**src/rtl/intc8.sv**
```systemverilog
module intc8 #(
  parameter int NLINES = 8
) (
  input  logic              clk,
  input  logic              rst_n,
  input  logic              port_sel,
  input  logic              wr,
  input  logic              rd,
  input  logic [7:0]        din,
  output logic [7:0]        dout,
  input  logic [NLINES-1:0] irq_in,
  output logic              irq_out,
  input  logic              ack,
  output logic [7:0]        vector
);
  localparam int LW = $clog2(NLINES);

  typedef enum logic [2:0] {S_OFF, S_BASE, S_CASC, S_MODE, S_RUN} st_t;
  st_t state;

  logic [NLINES-1:0] mask, irr, isr, prev;
  logic [7:0]        base;
  logic              single, want_mode;
  logic [NLINES-1:0] pend;
  logic [LW-1:0]     p_idx, s_idx;
  logic              p_any, s_any;

  wire cmd_wr  = wr && !port_sel;
  wire data_wr = wr && port_sel;
  wire setup   = cmd_wr && din[4];
  wire eoi     = cmd_wr && (din == 8'h20) && (state == S_RUN);
  wire take    = ack && irq_out;

  assign pend = irr & ~mask;

  always_comb begin
    p_idx = '0; p_any = 1'b0;
    s_idx = '0; s_any = 1'b0;
    for (int i = NLINES-1; i >= 0; i--) begin
      if (pend[i]) begin p_idx = LW'(i); p_any = 1'b1; end
      if (isr[i])  begin s_idx = LW'(i); s_any = 1'b1; end
    end
  end

  assign irq_out = (state == S_RUN) && p_any && (!s_any || p_idx < s_idx);
  assign dout    = !rd ? 8'h00 : port_sel ? 8'(mask) : 8'(irr);

  always_ff @(posedge clk or negedge rst_n) begin
    if (!rst_n) begin
      state     <= S_OFF;
      mask      <= '1;
      irr       <= '0;
      isr       <= '0;
      prev      <= '0;
      base      <= '0;
      single    <= 1'b0;
      want_mode <= 1'b0;
      vector    <= '0;
    end else begin
      prev <= irq_in;
      if (state == S_RUN) irr <= irr | (irq_in & ~prev);
      if (take) begin
        irr[p_idx] <= 1'b0;
        isr[p_idx] <= 1'b1;
        vector     <= base + 8'(p_idx);
      end
      if (eoi && s_any) isr[s_idx] <= 1'b0;
      if (data_wr) begin
        case (state)
          S_BASE: begin
            base  <= din;
            state <= !single ? S_CASC : want_mode ? S_MODE : S_RUN;
          end
          S_CASC:  state <= want_mode ? S_MODE : S_RUN;
          S_MODE:  state <= S_RUN;
          S_RUN:   mask  <= din[NLINES-1:0];
          default: ;
        endcase
      end
      if (setup) begin
        state     <= S_BASE;
        single    <= din[1];
        want_mode <= din[0];
        mask      <= '1;
        irr       <= '0;
        isr       <= '0;
      end
    end
  end


  setup_restart_chk: assert property (@(posedge clk) disable iff (!rst_n)
    setup |=> (state == S_BASE) && (&mask) && (isr == '0) && (irr == '0));


  mask_load_chk: assert property (@(posedge clk) disable iff (!rst_n)
    (data_wr && state == S_RUN && !setup) |=> mask == $past(din[NLINES-1:0]));


  ack_service_chk: assert property (@(posedge clk) disable iff (!rst_n)
    (take && !setup && !eoi) |=> $countones(isr) == $past($countones(isr)) + 1);


  eoi_clear_chk: assert property (@(posedge clk) disable iff (!rst_n)
    (eoi && isr != '0 && !ack) |=> $countones(isr) == $past($countones(isr)) - 1);


  irq_needs_run_chk: assert property (@(posedge clk) disable iff (!rst_n)
    (state != S_RUN) |-> !irq_out);
endmodule

```
**config.mk**
```make
export PLATFORM = sky130hd
export DESIGN_NAME = intc8
export DESIGN_NICKNAME = d
export VERILOG_FILES = /design/src/rtl/intc8.sv
export SDC_FILE = /design/constraint.sdc
export NUM_CORES = 1
export LEC_CHECK = 0
export ABC_AREA = 1
export BUFFER_PORTS_ARGS = -buffer_cell sky130_fd_sc_hd__buf_2
export CORE_MARGIN = 10
export CORE_UTILIZATION = 30
export DETAILED_ROUTE_END_ITERATION = 10
export MAX_ROUTING_LAYER = met4
export SLEW_MARGIN = 20
export SYNTH_ARGS = -nofsm -noshare
export SYNTH_HDL_FRONTEND = slang
export SYNTH_SLANG_ARGS = --single-unit
export TNS_END_PERCENT = 5
```
**constraint.sdc**
```tcl
create_clock -name clk -period 2.7 [get_ports clk]
set_input_delay 0.135 -clock clk [delete_from_list [all_inputs] [get_ports clk]]
set_output_delay 0.135 -clock clk [all_outputs]
set_load 0.03 [all_outputs]
```
* Word level (Yosys, flattened, before mapping) *
Index checks and enable logic that the tools add are counted.

word-level totals
  register bits after elaboration = 53
  input bits = 22
  output and inout bits = 17
  word-level logic and storage cells = 102

cells by class
  add/sub/neg operators = 1
  $lt $le $gt $ge = 5
  eq/ne operators = 5
  mux-type cells = 52
  bitwise operators = 10
  reductions and logical operators = 20

operators with widths
  operator                                                           number
  2-to-1 mux 8 bit                                                   11
  2-to-1 mux 3 bit                                                   20
  bitwise AND 8 bit                                                  4
  NOT 8 bit                                                          4
  2-to-1 mux 1 bit                                                   18
  bitwise OR 8 bit                                                   2
  logical AND 1 bit                                                  11
  one-hot mux 3 bit (3 select lines)                                 1
  adder 8 x 3 -> 8 bit                                               1
  == test 8 x 6 -> 1 bit, second input constant                      1
  < comparator 3 x 4 -> 1 bit, second input constant                 2
  demux 1 bit (select 3 bit)                                         2
  == test 3 x 2 -> 1 bit, second input constant                      2
  greater-or-equal comparator 3 x 1 -> 1 bit, second input constant  2
  AND reduction 2 bit                                                3
  nonzero test 2 bit                                                 2
  nonzero test 4 bit                                                 1
  == test 3 x 1 -> 1 bit, second input constant                      1
  == test 3 bit, second input constant                               1
  < comparator 3 bit                                                 1
  logical NOT 1 bit                                                  2
  logical OR 1 bit                                                   1

* Logic depth before layout (Yosys ltp) *
Gate-level depths: netlist of the first run.

  depth in word-level cells = 19
  depth in mapped cells = 18
  mapped depth without buffers = 18

* Least setup slack after synthesis of the first run *
No wires, ideal clock.

  kind = reg-to-reg
  start = register mask[0]
  end = register vector[0]
  library setup time = 0.068 ns
  arrival = 2.387 ns
  required time = 2.632 ns
  path slack = 0.245 ns
  stages on the path, launching flop included = 13
  buffers on the path = 0
  period minus slack after synthesis = 2.455 ns
  cells stage by stage = dfstp_2 inv_1 nand2_2 nand2_1 nor3_1 ha_1 inv_1 o21bai_1 inv_1 nand2_4 a21boi_1 nand3_1 nand2_1

between the ends
  word-level cells in the longest chain between the ends = 7
  elaborated cells between the ends (all ways) = 10
  classes of those cells = 1 x add/sub; 1 x order compare; 2 x mux; 2 x bitwise; 4 x reduce/logical

ends and longest elaborated chain
  item                    RTL line  RTL
  from (decl)             21        logic [NLINES-1:0] mask, irr, isr, prev;
  from (signal assigned)  76        S_RUN: mask <= din[NLINES-1:0];
  NOT 8 bit (*)           34        assign pend = irr & ~mask;
  bitwise AND 8 bit (*)   34
  2-to-1 mux 3 bit        40        if (pend[i]) begin p_idx = LW'(i); p_any = 1'b1; end
  < comparator 3 bit      45        assign irq_out = (state == S_RUN) && p_any && (!s_any || p_idx < s_idx);
  logical OR 1 bit        45
  logical AND 1 bit (*)   45
  net irq_out             12        output logic irq_out,
  logical AND 1 bit (*)   32        wire take = ack && irq_out;
  to (signal assigned)    65        vector <= base + 8'(p_idx);
  to (decl)               14        output logic [7:0] vector

Mark *: on every way through the listed nets, which the timed path passes. The rest lies on a longest branch.
A chain may end at the register's enable or synchronous reset.

* Worst setup path after layout of the first run *
  start = register mask[1]
  end = output irq_out

between the ends
  word-level cells in the longest chain between the ends = 7
  elaborated cells between the ends (all ways) = 10
  classes of those cells = 1 x order compare; 4 x mux; 2 x bitwise; 3 x reduce/logical

ends and longest elaborated chain
  item                           RTL line
  NOT 8 bit (*)                  34
  bitwise AND 8 bit (*)          34
  2-to-1 mux 3 bit (2 in a row)  40
  < comparator 3 bit             45
  logical OR 1 bit               45
  logical AND 1 bit (*)          45
  to (decl)                      12

Every way passes the cells marked *; elsewhere a longest branch is shown, timed or not.

==> results.py, run 1 <==
metrics = {
    "setup_path": {
        "reg2reg_depth": 18,
        "start_kind": "register",
        "r2r_start": "mask[6]",
        "worst-setup-path-type": "register to output port",
        "worstPathMaxFanout": 3,
        "r2r_setup_slack_ns": 0.46,
        "cp.required_ns": 2.57,
        "end_kind": "output port",
        "crit_arrival_ns": 2.34,
        "reg2reg_to": "vector[4]",
    },
    "routing": {
        "wl_per_cell_um": 12.7,
        "viasPerCell": 4.49,
        "drt_pass1_iterations": 4,
        "drc": 0,
        "num_vias": 2499,
        "drtIter0Drc": 103,
        "wl_um": 7090,
        "postRouteAntennaNets": 0,
    },
    "synthesis": {
        "synth_top_area_share_pct": 37.9,
        "synth_nets": 399,
        "yosys_warnings": 0,
        "synth.area.top_cells": "dfrtp_1 (38%), nand2_1 (9.5%), dfstp_2 (7.1%), inv_1 (6.7%), o21ai_0 (5.9%)",
        "yosys.area.top_type": "dfrtp_1",
        "synthCells": 373,
        "avgSynthCellArea_um2": 7.97,
        "syn_area_um2": 2970,
        "ys_types": 34,
        "seq_area_frac_synth_pct": 44.9,
        "ys_ff_latch": 53,
    },
    "sta": {
        "max_slew_margin_pct": 59.6,
        "fin_crit_ns": 2.48,
        "fmax_mhz": 404,
        "rsz0062_at_grt": "false",
        "finalMaxSlewViolations": 0,
        "worst_pin_slew_ns": 0.606,
        "fin_tns_setup_ns": 0,
        "fin_crit_sh_pct": 91.7,
        "clock-skew-final_ns": 0.00855,
        "setup_viol": 0,
        "finalHoldViolCount": 0,
        "fin_hold_ws_ns": 0.0810,
    },
    "global_routing": {
        "grt_antenna_before_repair": 0,
        "grt_pass1_vias": 2519,
        "grt_use_total_pct": 10.6,
        "grt_pass1_wl_um": 12400,
        "grt_max_degree": 48,
        "grt-ovfl-total": 0,
    },
    "power": {
        "cellPowerDensity_nw_per_um2": 1060,
        "pwr-share-comb_pct": 53.4,
        "p_leak_nw": 1.81,
        "clock_power_share_pct": 12.8,
        "p_int_w": 0.00198,
        "ir_worst_vdd_uv": 335,
        "switching_share_pct": 46.9,
        "power_switching_w": 0.00175,
        "pwr-share-seq_pct": 33.7,
    },
    "clock_network": {
        "clock_tree.buffer_depth": 2,
        "clkTransAtPathRegs_ns": 0.09,
        "h-tree-depth": 2,
        "numCtsBuffers": 5,
        "cts_sinks": 53,
        "cts-root-buf": "clkbuf_8",
        "cts_tree": "yes",
        "clk_latency_ns": 0.31,
    },
    "worst_hold_path": {
        "holdPathEnd": "mask[4]",
        "hold_start": "din[4]",
        "hold_depth": 3,
        "hold_path_class": "input port to register",
    },
    "die": {
        "fp.dieH_um": 120,
        "ios": 39,
        "start_util_pct": 30.6,
        "core_area_um2": 9730,
        "die_area_um2": 14300,
        "fp.dieW_um": 120,
        "num_rows": 36,
    },
    "finish": {
        "fin_nets": 449,
        "drive_gt1_share_pct": 25.7,
        "num_antenna_cells": 0,
        "syn2layout_area_growth_pct": 18.5,
        "fin_util_pct": 36.2,
    },
    "job": {
        "drv_cap": 0,
    },
    "placement": {
        "dp_hpwl_um": 5500,
        "port_buffers": 38,
        "place_congestion": 0.843,
    },
    "status": {
        "status": "finished clean",
    },
}
[critical path, cell delays in order (launching register included)]
cell	delay, ns
dfstp_2	0.53
inv_1	0.07
nand2_1	0.10
nand2_1	0.12
nor3_2	0.24
ha_1	0.27
inv_1	0.08
o21bai_1	0.07
inv_1	0.09
nand2_4	0.08
a21boi_2	0.17
clkbuf_4	0.22
[worst max-delay path by stage]
stage	cells past startpoint	startpoint	slack (ns)	end
6_report	11	mask[1]	0.22	irq_out
3_5_place_dp	11	mask[0]	0.38	irq_out
5_1_grt	11	mask[1]	0.05	irq_out
4_1_cts	11	mask[0]	0.03	irq_out
3_3_place_gp	11	mask[1]	0.43	irq_out
2_1_floorplan	12	mask[0]	0.24	vector[0]
[layout make-up]
| class | count | area [um2] |
|---|---|---|
| Timing Repair Buffer | 53 | 330 |
| Fill cell | 1064 | 6210 |
| Clock buffer | 6 | 82.6 |
| Clock inverter | 2 | 13.8 |
| Multi-Input combinational cell | 244 | 1350 |
| Inverter | 66 | 248 |
| Sequential cell | 53 | 1340 |
| Tap cell | 133 | 166 |
[synth_stat cells, drive strengths merged]
| cell | instances |
|---|---|
| xnor2 | 1 |
| nand4 | 10 |
| nor2 | 25 |
| o31ai | 1 |
| dfstp | 8 |
| o21bai | 8 |
| o211ai | 1 |
| inv | 66 |
| o22ai | 1 |
| nor3 | 4 |
| a21boi | 1 |
| o211a | 1 |
| clkbuf | 8 |
| a21oi | 23 |
| or2 | 1 |
| buf | 2 |
| nand3 | 20 |
| dfrtp | 45 |
| ha | 4 |
| nand2 | 94 |
| o21ai | 44 |
| nor4 | 1 |
| xor2 | 4 |
[metal layers]
layer | wire, um | up-vias | global-route usage, %
li1 | - | 1285 | -
met1 | 3550 | 1165 | 14.1
met2 | 3270 | 44 | 16.6
met3 | 204 | 5 | 1.97
met4 | 56 | 0 | 2.26
met5 | 0 | - | -
[logic make-up after synthesis]
logic type                 synth area share, %
adders and majority gates                 1.68
and+or+nand+nor                           25.5
buffers and inverters                     10.2
xor gates and xnor gates                  1.47
AOI/OAI and AO/OA                         16.2
DFF                                       44.9
[registers in the layout, summed over array words and instances, names as in the netlist]
| name | count |
|---|---|
| prev | 8 |
| isr | 8 |
| vector | 8 |
| mask | 8 |
| state | 3 |
| single | 1 |
| base | 8 |
| irr | 8 |
| want_mode | 1 |
[power groups by stage]
| stage | logic [W] | clock network [W] | registers, W |
|---|---|---|---|
| global placement | 0.00192 | 0 | 0.00127 |
| CTS | 0.00197 | 0.000495 | 0.00126 |
| floorplan | 0.00146 | 0 | 0.00133 |
| global route | 0.00226 | 0.000530 | 0.00130 |
| finish | 0.00199 | 0.000478 | 0.00126 |
| detailed placement | 0.00195 | 0 | 0.00127 |
[cells in the final DEF, fill, tap and decap left out, types with 9 or more instances in the layout]
cell	count
inv_2	13
o21ai_0	35
inv_1	53
nand2_1	75
a21oi_1	21
nand3_1	18
dfrtp_1	45
buf_2	36
nor2_1	23
nand2_2	14
dlygate4sd3_1	9
nand4_1	10
[metrics by stage]
stage	instances	total power (W)	setup WS (ns)	instance area [um2]
detailed placement	540	0.00322	0.378	3320
finish	557	0.00372	0.224	3520
CTS	556	0.00372	0.0337	3500
global route	557	0.00409	0.0521	3520
floorplan	373	0.00279	0.245	2970
global placement	540	0.00319	0.434	3320
[timing repair]
action	CTS	global route
setup buffers	0	0
setup endpoints to repair	0	1
hold buffers	8	1
resized for setup	0	4
hold endpoints to repair	8	45
Power figures use the tool's default switching activity.
==> inputs of run 2 (changes only) <==
--- a/config.mk
+++ b/config.mk
@@ -8,9 +8,10 @@
 export ABC_AREA = 1
 export BUFFER_PORTS_ARGS = -buffer_cell sky130_fd_sc_hd__buf_2
 export CORE_MARGIN = 10
-export CORE_UTILIZATION = 30
+export CORE_UTILIZATION = 58
 export DETAILED_ROUTE_END_ITERATION = 10
 export MAX_ROUTING_LAYER = met4
+export PLACE_DENSITY = 0.88
 export SLEW_MARGIN = 20
 export SYNTH_ARGS = -nofsm -noshare
 export SYNTH_HDL_FRONTEND = slang
==> run 2 against run 1 <==
Worst setup slack got worse by 0.034 ns; total power increased by 2.2%; final cell count decreased by 11%; largest cell class unchanged; critical endpoint unchanged; cell area decreased by 2.2%; wire length increased by 0.45%; critical path type unchanged; worst hold slack got worse by 0.00055 ns; sequential share of layout area increased by 0.85 points; count of clock-buffer cells in the layout unchanged; clock power increased by 12%.
==> results.py, run 2 (synthesis gave the netlist of run 1 again) <==
metrics = {
    "setup_path": {
        "worstPathMaxFanout": 3,
        "worst-path-buf-inv": 4,
        "end_kind": "output port",
        "critical-path-top-delay-family": "flip-flops",
        "start_kind": "register",
        "cp_slowest_cell": "dfstp_2",
        "cp.required_ns": 2.57,
        "worstPathCellList": "inv_1, nand2_1, o21ai_2, nor2_2, nor3_2, ha_1, inv_1, o21bai_1, inv_1, nand2_4, a21boi_1, buf_2",
        "cpMostUsedCell": "inv_1",
        "crit_arrival_ns": 2.38,
        "slowest_delay_ns": 0.53,
        "worst-setup-path-type": "register to output port",
    },
    "clock_network": {
        "post_cts_buffers": 0,
        "clock_tree.buffer_depth": 2,
        "clkTransAtPathRegs_ns": 0.08,
        "numCtsBuffers": 5,
        "cts_tree": "yes",
        "cts_sinks": 53,
        "h-tree-depth": 2,
        "cts-root-buf": "clkbuf_8",
        "clk_latency_ns": 0.31,
    },
    "finish": {
        "syn2layout_area_growth_pct": 15.9,
        "multiInputGateArea_um2": 1340,
        "layout_commonest_cell": "nand2_1",
        "final_cell_mix": "nand2_1 (75), inv_1 (53), dfrtp_1 (45)",
        "fin_nets": 448,
        "seq_area_um2": 1340,
        "fillers": 389,
        "drive_gt1_share_pct": 25.1,
    },
    "routing": {
        "drt_pass1_iterations": 5,
        "num_vias": 2645,
        "drtIter0Drc": 183,
        "postRouteAntennaNets": 0,
        "drc": 0,
        "wl_um": 7120,
        "viasPerCell": 5.35,
        "wl_per_cell_um": 14.4,
    },
    "sta": {
        "finalMaxSlewViolations": 0,
        "fin_crit_ns": 2.51,
        "finalHoldViolCount": 0,
        "setup_viol": 0,
        "fmax_mhz": 398,
        "clock-skew-final_ns": 0.0118,
        "fin_tns_setup_ns": 0,
        "fin_crit_sh_pct": 93.0,
        "worst_pin_slew_ns": 0.595,
        "max_slew_margin_pct": 60.2,
    },
    "die": {
        "num_rows": 26,
        "die_area_um2": 8390,
        "start_util_pct": 59.0,
        "fp.dieH_um": 91.6,
        "core_area_um2": 5040,
        "fp.dieW_um": 91.6,
        "ios": 39,
    },
    "global_routing": {
        "grt_antenna_before_repair": 0,
        "grt-ovfl-total": 0,
        "grt_pass1_vias": 2643,
        "grt_max_degree": 26,
        "grt_use_total_pct": 17.7,
        "grt_pass1_wl_um": 12000,
    },
    "status": {
        "status": "finished clean",
    },
    "worst_hold_path": {
        "hold_path_class": "input port to register",
    },
    "placement": {
        "place_congestion": 0.942,
        "port_buffers": 38,
        "dp_hpwl_um": 5300,
    },
    "job": {
        "drv_cap": 0,
    },
    "power": {
        "ir_worst_vdd_uv": 526,
        "cellPowerDensity_nw_per_um2": 1100,
        "p_leak_nw": 1.81,
        "total_power_w": 0.00380,
    },
}
-- run 2: path summary, 6_finish.rpt --
check / from / end / slack (ns) / depth (start not counted)
min reg2reg: vector[1] / vector[1] / 0.48 / 2
max in group asynchronous: rst_n / mask[4] / 1.64 / 3
max reg2reg: mask[6] / vector[6] / 0.42 / 18
min in group asynchronous: rst_n / isr[2] / 0.35 / 2
max: mask[6] / irq_out / 0.19 / 12
min: din[4] / mask[4] / 0.08 / 3
-- run 2: stage by stage --
step           area (um2)  hold slack, ns  instances  util (%)  worst slack, ns
2_1_floorplan        2970          -0.161        373         -            0.245
4_1_cts              3440          0.0856        493      68.1            0.111
6_report             3450          0.0805        494      68.3            0.190
3_5_place_dp         3230           0.171        476      64.1            0.403
5_1_grt              3440          0.0969        493      68.3        -0.000943
3_3_place_gp         3230           0.168        476      64.1            0.491
-- run 2: what timing repair did --
action                                 in CTS  in global routing
gates resized for setup                     0                  2
endpoints found under the hold margin      25                  0
hold buffers                                9                  0
setup endpoints to repair                   0                  1
-- run 2: worst register-to-register path, delay by kind of cell (launching register included) --
| family | cells | cell delay, ns |
|---|---|---|
| flip-flops | 1 | 0.53 |
| AND/OR/NAND/NOR | 10 | 0.62 |
| AO/OA/AOI/OAI | 2 | 0.27 |
| adder cells (fa/ha/maj) | 2 | 0.35 |
| XOR/XNOR | 1 | 0.20 |
| buffers and inverters | 3 | 0.23 |
-- run 2: final cells by class --
cell class | instances | area share [%]
Inverter | 66 | 7.19
Tap cell | 70 | 2.54
Sequential cell | 53 | 38.8
Clock buffer | 6 | 2.11
Multi-Input combinational cell | 244 | 39.0
Timing Repair Buffer | 52 | 9.22
Clock inverter | 2 | 1.13
Antenna cell | 1 | 0.0726
-- run 2: layer usage --
layer	up-vias	track usage (%)	routed length (um)
li1	1289	-	-
met1	1235	20.1	3070
met2	99	30.0	3490
met3	22	3.59	385
met4	0	7.18	180
met5	-	-	0
-- run 2: power breakdown --
| group | switching, W | internal (W) | total (W) |
|---|---|---|---|
| combinational | 0.00131 | 0.000692 | 0.00200 |
| sequential | 0.000197 | 0.00107 | 0.00127 |
| clock | 0.000258 | 0.000279 | 0.000536 |
